--- config.mk ---
export PLATFORM = sky130hd
export DESIGN_NAME = gpio_port
export DESIGN_NICKNAME = d
export VERILOG_FILES = /design/src/rtl/gpio_port_pkg.sv /design/src/rtl/gpio_port_ctrl.sv /design/src/rtl/gpio_port_dp.sv /design/src/rtl/gpio_port.sv
export SDC_FILE = /design/constraint.sdc
export NUM_CORES = 1
export LEC_CHECK = 0
export CAP_MARGIN = 5
export CORE_ASPECT_RATIO = 1.25
export CORE_MARGIN = 3
export CORE_UTILIZATION = 51
export CTS_CLUSTER_SIZE = 10
export DETAILED_ROUTE_END_ITERATION = 10
export HOLD_SLACK_MARGIN = 0.1
export MAX_ROUTING_LAYER = met4
export PLACE_DENSITY = 0.77
export SLEW_MARGIN = 10
export SYNTH_ARGS = -nofsm -noshare
export SYNTH_HDL_FRONTEND = slang
export SYNTH_SLANG_ARGS = --single-unit
--- constraint.sdc ---
create_clock -name clk -period 1.45 [get_ports clk]
set_input_delay 0.145 -clock clk [delete_from_list [all_inputs] [get_ports clk]]
set_output_delay 0.145 -clock clk [all_outputs]
set_load 0.02 [all_outputs]
--- src/rtl/gpio_port_pkg.sv ---
package gpio_port_pkg;

  typedef enum logic [2:0] {
    MODE_OFF    = 3'd0,
    MODE_HIGH   = 3'd1,
    MODE_LOW    = 3'd2,
    MODE_ALWAYS = 3'd3,
    MODE_RISE   = 3'd4,
    MODE_FALL   = 3'd5,
    MODE_ANY    = 3'd6,
    MODE_SPARE  = 3'd7
  } gpio_mode_e;

  localparam logic [3:0] ADR_DATA  = 4'd0;
  localparam logic [3:0] ADR_SET   = 4'd1;
  localparam logic [3:0] ADR_CLR   = 4'd2;
  localparam logic [3:0] ADR_DIR   = 4'd3;
  localparam logic [3:0] ADR_MKIN  = 4'd4;
  localparam logic [3:0] ADR_MKOUT = 4'd5;
  localparam logic [3:0] ADR_PINS  = 4'd6;
  localparam logic [3:0] ADR_MODE  = 4'd7;
  localparam logic [3:0] ADR_MASK  = 4'd8;
  localparam logic [3:0] ADR_ACK   = 4'd9;
  localparam logic [3:0] ADR_MSTAT = 4'd10;
  localparam logic [3:0] ADR_PEND  = 4'd11;

  typedef struct packed {
    logic setData;
    logic clrData;
    logic mkIn;
    logic mkOut;
    logic modeWr;
    logic maskWr;
    logic ack;
  } strobe_t;

endpackage

--- src/rtl/gpio_port_ctrl.sv ---
module gpio_port_ctrl
  import gpio_port_pkg::*;
(
  input  logic       regWrEn,
  input  logic [3:0] regAddr,
  output strobe_t    strb
);

  always_comb begin
    strb = '0;
    if (regWrEn) begin
      unique case (regAddr)
        ADR_SET:   strb.setData = 1'b1;
        ADR_CLR:   strb.clrData = 1'b1;
        ADR_MKIN:  strb.mkIn    = 1'b1;
        ADR_MKOUT: strb.mkOut   = 1'b1;
        ADR_MODE:  strb.modeWr  = 1'b1;
        ADR_MASK:  strb.maskWr  = 1'b1;
        ADR_ACK:   strb.ack     = 1'b1;
        default:   strb = '0;
      endcase
    end
  end

endmodule

--- src/rtl/gpio_port_dp.sv ---
module gpio_port_dp
  import gpio_port_pkg::*;
#(
  parameter int PINS = 8,
  parameter logic [PINS-1:0] CHANGE_MASK = '1,
  localparam int MODE_W = 3,
  localparam int DW = PINS * MODE_W
) (
  input  logic            clk,
  input  logic            rstN,
  input  strobe_t         strb,
  input  logic [DW-1:0]   wrData,
  input  logic [3:0]      rdAddr,
  output logic [DW-1:0]   rdData,
  input  logic [PINS-1:0] pinIn,
  output logic [PINS-1:0] pinOut,
  output logic [PINS-1:0] pinOe,
  output logic            irq
);

  logic [PINS-1:0] outData, oeReg, maskReg, pendReg;
  logic [PINS-1:0] sync1, pinSync, pinPrev, trig, ackBits, wBits;
  logic [DW-1:0]   modeReg;

  assign wBits   = wrData[PINS-1:0] & CHANGE_MASK;
  assign ackBits = strb.ack ? wrData[PINS-1:0] : '0;

  always_ff @(posedge clk) begin
    if (!rstN) begin
      outData <= '0;
      oeReg   <= '0;
      maskReg <= '0;
      pendReg <= '0;
      modeReg <= '0;
      sync1   <= '0;
      pinSync <= '0;
      pinPrev <= '0;
    end else begin
      if (strb.setData)      outData <= outData | wBits;
      else if (strb.clrData) outData <= outData & ~wBits;
      if (strb.mkOut)        oeReg <= oeReg | wBits;
      else if (strb.mkIn)    oeReg <= oeReg & ~wBits;
      if (strb.modeWr)       modeReg <= wrData;
      if (strb.maskWr)       maskReg <= wrData[PINS-1:0];
      sync1   <= pinIn;
      pinSync <= sync1;
      pinPrev <= pinSync;
      pendReg <= (pendReg & ~ackBits) | trig;
    end
  end

  for (genvar g = 0; g < PINS; g++) begin : gPin
    gpio_mode_e pinMode;
    assign pinMode = gpio_mode_e'(modeReg[g*MODE_W +: MODE_W]);
    always_comb begin
      unique case (pinMode)
        MODE_HIGH:   trig[g] = pinSync[g];
        MODE_LOW:    trig[g] = ~pinSync[g];
        MODE_ALWAYS: trig[g] = 1'b1;
        MODE_RISE:   trig[g] = pinSync[g] & ~pinPrev[g];
        MODE_FALL:   trig[g] = ~pinSync[g] & pinPrev[g];
        MODE_ANY:    trig[g] = pinSync[g] ^ pinPrev[g];
        default:     trig[g] = 1'b0;
      endcase
    end
  end

  always_comb begin
    rdData = '0;
    unique case (rdAddr)
      ADR_DATA:  rdData[PINS-1:0] = outData;
      ADR_DIR:   rdData[PINS-1:0] = oeReg;
      ADR_PINS:  rdData[PINS-1:0] = pinSync;
      ADR_MODE:  rdData = modeReg;
      ADR_MASK:  rdData[PINS-1:0] = maskReg;
      ADR_MSTAT: rdData[PINS-1:0] = pendReg & maskReg;
      ADR_PEND:  rdData[PINS-1:0] = pendReg;
      default:   rdData = '0;
    endcase
  end

  assign pinOut = outData;
  assign pinOe  = oeReg;
  assign irq    = |(pendReg & maskReg);

  AST_DATA_FIXED_BITS: assert property (@(posedge clk) disable iff (!rstN)
    (strb.setData || strb.clrData) |=> ((outData & ~CHANGE_MASK) == ($past(outData) & ~CHANGE_MASK)));
  AST_DIR_FIXED_BITS: assert property (@(posedge clk) disable iff (!rstN)
    (strb.mkIn || strb.mkOut) |=> ((oeReg & ~CHANGE_MASK) == ($past(oeReg) & ~CHANGE_MASK)));
  AST_TRIG_LATCHES: assert property (@(posedge clk) disable iff (!rstN)
    (trig != '0) |=> ((pendReg & $past(trig)) == $past(trig)));
  AST_ACK_CLEARS: assert property (@(posedge clk) disable iff (!rstN)
    strb.ack |=> ((pendReg & $past(ackBits & ~trig)) == '0));
  AST_ACK_ZERO_KEEPS: assert property (@(posedge clk) disable iff (!rstN)
    strb.ack |=> ((pendReg & ~$past(ackBits)) == ($past(pendReg) & ~$past(ackBits)) | ($past(trig) & ~$past(ackBits))));
  AST_MASK_ZERO_QUIET: assert property (@(posedge clk) disable iff (!rstN)
    (strb.maskWr && wrData[PINS-1:0] == '0) |=> !irq);

endmodule

--- src/rtl/gpio_port.sv ---
module gpio_port
  import gpio_port_pkg::*;
#(
  parameter int PINS = 8,
  parameter logic [PINS-1:0] CHANGE_MASK = '1
) (
  input  logic                clk,
  input  logic                rstN,
  input  logic                regWrEn,
  input  logic [3:0]          regAddr,
  input  logic [PINS*3-1:0]   regWrData,
  output logic [PINS*3-1:0]   regRdData,
  input  logic [PINS-1:0]     pinIn,
  output logic [PINS-1:0]     pinOut,
  output logic [PINS-1:0]     pinOe,
  output logic                irq
);

  strobe_t strb;

  gpio_port_ctrl i_ctrl (
    .regWrEn (regWrEn),
    .regAddr (regAddr),
    .strb    (strb)
  );

  gpio_port_dp #(
    .PINS        (PINS),
    .CHANGE_MASK (CHANGE_MASK)
  ) i_dp (
    .clk    (clk),
    .rstN   (rstN),
    .strb   (strb),
    .wrData (regWrData),
    .rdAddr (regAddr),
    .rdData (regRdData),
    .pinIn  (pinIn),
    .pinOut (pinOut),
    .pinOe  (pinOe),
    .irq    (irq)
  );

endmodule

Word level (Yosys, flattened, before mapping)
Cells that the tools add are included.
{"block": "totals", "regBits": 80, "latch_bits": 0, "ramBits": 0, "rom_bits": 0, "in_bits": 39, "mem_count": 0}
{"block": "classes", "n_addsub": 0, "mul": 0, "n_div": 0, "order_cmp": 0, "eq_ne": 59, "shifts": 0, "muxes": 23, "bitwise_logic": 49, "reduce_logical": 4}
{"cell": "$eq 3x3->1 const B", "count": 24}
{"cell": "$pmux 8 s7", "count": 1}
{"cell": "$eq 3x2->1 const B", "count": 16}
{"cell": "$pmux 1 s6", "count": 8}
{"cell": "$mux 8", "count": 5}
{"cell": "$and 8x8->8", "count": 4}
{"cell": "$eq 3x1->1 const B", "count": 8}
{"cell": "$or 8x8->8", "count": 3}
{"cell": "$and 1x1->1", "count": 16}
{"cell": "$eq 4x3->1 const B", "count": 4}
{"cell": "$eq 4x4->1 const B", "count": 4}
{"cell": "$mux 16", "count": 1}
{"cell": "$not 1->1", "count": 16}
{"cell": "$not 8->8", "count": 2}
{"cell": "$eq 4x2->1 const B", "count": 2}
{"cell": "$reduce_or 8->1", "count": 1}
{"cell": "$xor 1x1->1", "count": 8}
{"cell": "$mux 1", "count": 7}
{"cell": "$mux 7", "count": 1}
{"cell": "$eq 4x1->1 const B", "count": 1}
{"cell": "$logic_not 4->1", "count": 1}
{"cell": "$reduce_bool 2->1", "count": 2}

Depth between registers and ports, before layout
{"block": "depth", "ltp_word": 7, "depth_mapped": 7}

Hierarchy
Synthesis repeated with hierarchy kept, for this count alone.
{"block": "hier_totals", "cells_unflattened": 451, "hier_area_um2": 4063.9}
{"mod": "gpio_port_dp", "instances": 1, "cells_per_inst": 439, "area_each_um2": 3992.6}
{"mod": "gpio_port_ctrl", "instances": 1, "cells_per_inst": 12, "area_each_um2": 71.3}

Worst setup path after synthesis
Ideal clock, no wire load.
{"block": "synth_timing", "kind": "in2out", "start": "input port regAddr[2]", "end": "output port regRdData[3]", "t_arrival_ns": 1.292, "required_time_ns": 1.305, "slack_ns": 0.013, "stages": 5, "n_path_buf": 2, "path_cell_list": "buf_4 > buf_2 > nor3b_1 > a31oi_1 > o31ai_1"}
{"block": "synth_between", "elab_chain_cells": 2}
{"element": "from (decl)", "line_no": "gpio_port.sv:10", "source": "input logic [3:0] regAddr,"}
{"element": "$eq 4x4->1 (tied with other cells)", "line_no": "gpio_port_dp.sv:70", "source": "unique case (rdAddr)"}
{"element": "$pmux 8 s7 *", "line_no": "gpio_port_dp.sv:70"}
{"element": "to (decl)", "line_no": "gpio_port.sv:12", "source": "output logic [PINS*3-1:0] regRdData,"}
Every way passes the cells marked *; elsewhere a longest branch is shown, timed or not.

Worst setup path after layout
{"block": "layout_timing", "start": "register i_dp.maskReg[5]", "end": "output port regRdData[5]"}
{"block": "layout_between", "elab_chain_cells": 2}
{"element": "from (decl)", "line_no": "gpio_port_dp.sv:21", "source": "logic [PINS-1:0] outData, oeReg, maskReg, pendReg;"}
{"element": "from (signal assigned)", "line_no": "gpio_port_dp.sv:44", "source": "if (strb.maskWr) maskReg <= wrData[PINS-1:0];"}
{"element": "$and 8x8->8", "line_no": "gpio_port_dp.sv:76", "source": "ADR_MSTAT: rdData[PINS-1:0] = pendReg & maskReg;"}
{"element": "$pmux 8 s7 *", "line_no": "gpio_port_dp.sv:70"}
Marks and branches as above.

==> results.md <==
* Status: finished, violations left
* Failing checks: setup timing
* Gp weighted congestion at between 0.9 and 1
* TritonCTS buffer count at 9
* CP Capture Type: output port
* YS warnings at 0
* Slew margin rel. at 73.64%
* Leakage at between 2 and 2.5 nW
* Sequential area share after synthesis at 40.73%
* Fin crit share at 105.8%
* Achievable Freq at 652.1 MHz
* Sw frac at 23.16%
* Post-synthesis net count at approximately 520
* Clk pwr share at between 40% and 50%
* Root buf cell: clkbuf_8
* Asr flop ratio synth at 0%
* Clock Skews at a little under 10 ps
* # setup viols final at 9
* Hold-fix buffers at CTS at 0
* Top cells by area, synth: dfxtp_1 41%, mux2i_1 7.6%, nand2_1 7.0%, a21oi_1 5.7%, ha_1 5.1%
* Crit-path max FO at 4
* Worst slack, placed at -792.7 ps
* Initial Utilization at between 50% and 60%
* Post-synth cell types at 46
* Clk_lat worst skew at between 300 and 400 ps
* Arrival time worst endpoint at 1390 ps
* Worst hold path type: in2reg
* Core Area at about 7400 um2
* Fill cell count at 544
* Max-Cap Viols at 0
* DR iter-0 viols at 282
* DRC viols at 0
* Vias in the first global route at between 3000 and 4000
* Clock slew at reported path FFs at about 80 ps
* Worst hold margin at ~340 ps
* H-tree levels at 3
* Reg power frac at ~46%
* Final min period at 1533 ps
* CTS Sinks at 80
* Nets at approximately 660
* Pwr dens at 857.4 nW/um2
* Ant diodes at 0
* CP Cell Sequence: mux2i_1, o22ai_1, a211o_1, buf_6
* Combinational Power Share at between 10% and 20%
* Min setup slack post-route at -83.43 ps
* GRT Overall Usage at between 20% and 30%
* TritonCTS clock tree: done
* P_int at roughly 3.8 mW
* Vias at about 4000
* Register Area at about 1600 um2
* Routed length per placed instance at ~17 um
* Total iterations of the first detailed-routing run at 6
* Crit Path Category: reg2out
* Post-synthesis cell count at 461
* Fin. max-slew vios at 0
* Fraction of layout cells with a size suffix above 1 at between 20 and 30%
* Antenna Nets Post-Route at 0
* VDD IR max at 835.2 uV
* CP Launch Type: flop
* Footprint of the multi-input gates at approximately 2200 um2
* Layout area overhead at 46.23%
* I/O Buffers at 79
* Clock Tree Buf Depth at 2
* Floorplan row count at 35
* Dominant synthesized flop cell: dfxtp_1
* Cell taking the most area after synthesis: dfxtp_1
* Post-synth EDFFs at 0
* Switch Pwr at ~1.1 mW
* Via density per instance at 5.622
* Post-Syn Area at 3933 um2
* RSZ-0062 raised after global routing: true
* Worst Tran Pin Value at 394.2 ps
* Die H at around 100 um
* Cell at the slowest stage of the critical path: dfxtp_2
* WP data required at 1310 ps
* Largest stage delay, worst path at approximately 350 ps
* Routed wire length at 12.07 mm
* Yosys reg bits at 80
* Initial antenna violation count at 0
* First-pass GRT wire length at a little under 20 mm
* Post-synthesis area per instance at 8.530 um2
* Top-level I/O count at 80
* Die width at between 80 and 90 um
* Total congestion overflow at 0
* Pin count of the biggest net entering global routing at 34
* Synth top area share at between 40 and 50%
* Final hold violation count at 0
* Die ar. at around 9000 um2
* DP Wirelength at between 8 and 9 mm
final cells by class:
class                      instances  share of cell area [%]
multi-input combinational        326                   38.73
sequential                        80                   28.44
timing repair buffer             161                   24.52
clock buffer                      12                   2.698
tap                               92                   2.002
inverter                          29                   1.893
clock inverter                     4                   1.719
final timing paths:
| path | from | endpoint | slack [ps] | depth (start not counted) |
|---|---|---|---|---|
| setup / recovery | i_dp.maskReg[5] | regRdData[5] | -80 | 4 |
| hold / removal | regWrData[11] | i_dp.modeReg[11] | 340 | 3 |
| setup reg to reg | i_dp.pinSync[2] | i_dp.pendReg[2] | 60 | 6 |
| hold reg to reg | i_dp.sync1[5] | i_dp.pinSync[5] | 430 | 1 |
per-stage QoR:
stage	total power [mW]	TNS [ps]	util, %	instance area (um2)	std cells
2_1_floorplan	2.565	0	-	3933	461
3_3_place_gp	2.868	-37620	71.93	5355	687
3_5_place_dp	2.883	-38950	71.93	5355	687
4_1_cts	4.934	-473.8	75.97	5655	704
5_1_grt	5.088	-982.9	77.24	5751	704
6_report	4.931	-487.5	77.24	5751	704
metal layers:
metal	track usage, %	up-vias	wire (um)	share of wire (%)
met4	11.99	0	457	3.8
met3	5.309	40	727	6.0
met1	33.00	1887	4796	40
li1	-	1890	-	-
met5	-	-	0	0
met2	46.86	141	6088	50
cell usage in the layout (no fill, tap or decap), types with 17 or more instances in the layout:
master,Yosys,layout
dfxtp_2,0,21
nand2_1,73,72
buf_4,2,69
nor2_1,28,27
mux2i_1,30,28
buf_6,3,18
clkdlybuf4s50_1,0,34
and2_1,29,29
inv_1,28,27
dfxtp_1,80,57
dlygate4sd2_1,0,17
a21oi_1,45,45
power by group through the flow:
| stage | combinational, mW | sequential (mW) | clock (mW) |
|---|---|---|---|
| final | 0.582 | 2.29 | 2.06 |
| after global routing | 0.624 | 2.30 | 2.17 |
| after CTS | 0.564 | 2.29 | 2.08 |
| after detailed placement | 0.545 | 2.34 | 0 |
| after global placement | 0.533 | 2.33 | 0 |
| after floorplan | 0.227 | 2.34 | 0 |
cell usage after synthesis (2+ instances only):
cell	instances
buf_4	2
nor3_1	5
inv_1	28
buf_6	3
nor2_2	2
o22ai_1	7
nand3b_1	9
and2_1	29
o211ai_1	7
ha_1	16
o21ai_0	9
nand3_1	8
nor2b_1	2
nand2_1	73
mux2i_1	30
nor2_1	28
a31oi_1	2
a211oi_1	10
buf_2	11
a32o_1	7
a22oi_1	9
a211o_1	8
dfxtp_1	80
clkbuf_1	8
a21oi_1	45
nand3_2	2
buf_1	2
cells by family (layout without fill, tap and decap cells):
logic type                 Yosys count  after routing  share of synthesized area [%]
DFF                                 80             80                          40.73
and+or+nand+nor                    171            171                          22.18
xor gates and xnor gates             1              1                         0.2228
buffers and inverters               55            206                          6.363
muxes                               31             31                          7.922
adders and majority gates           16             16                          5.091
AOI/OAI and AO/OA                  107            107                          17.50
what timing repair did:
item                       CTS  global route
buffers inserted             1             0
pin swaps                   13            12
gates resized for setup    185            33
gates cloned                 0             0
setup endpoints to repair   81            20
critical path: cells and delay by family (launching register included):
kind / cells / cell delay (ps)
AO/OA/AOI/OAI: 2 / 370
flip-flops: 1 / 350
multiplexers: 1 / 170
buffers and inverters: 1 / 140
Power figures use the tool's default switching activity.
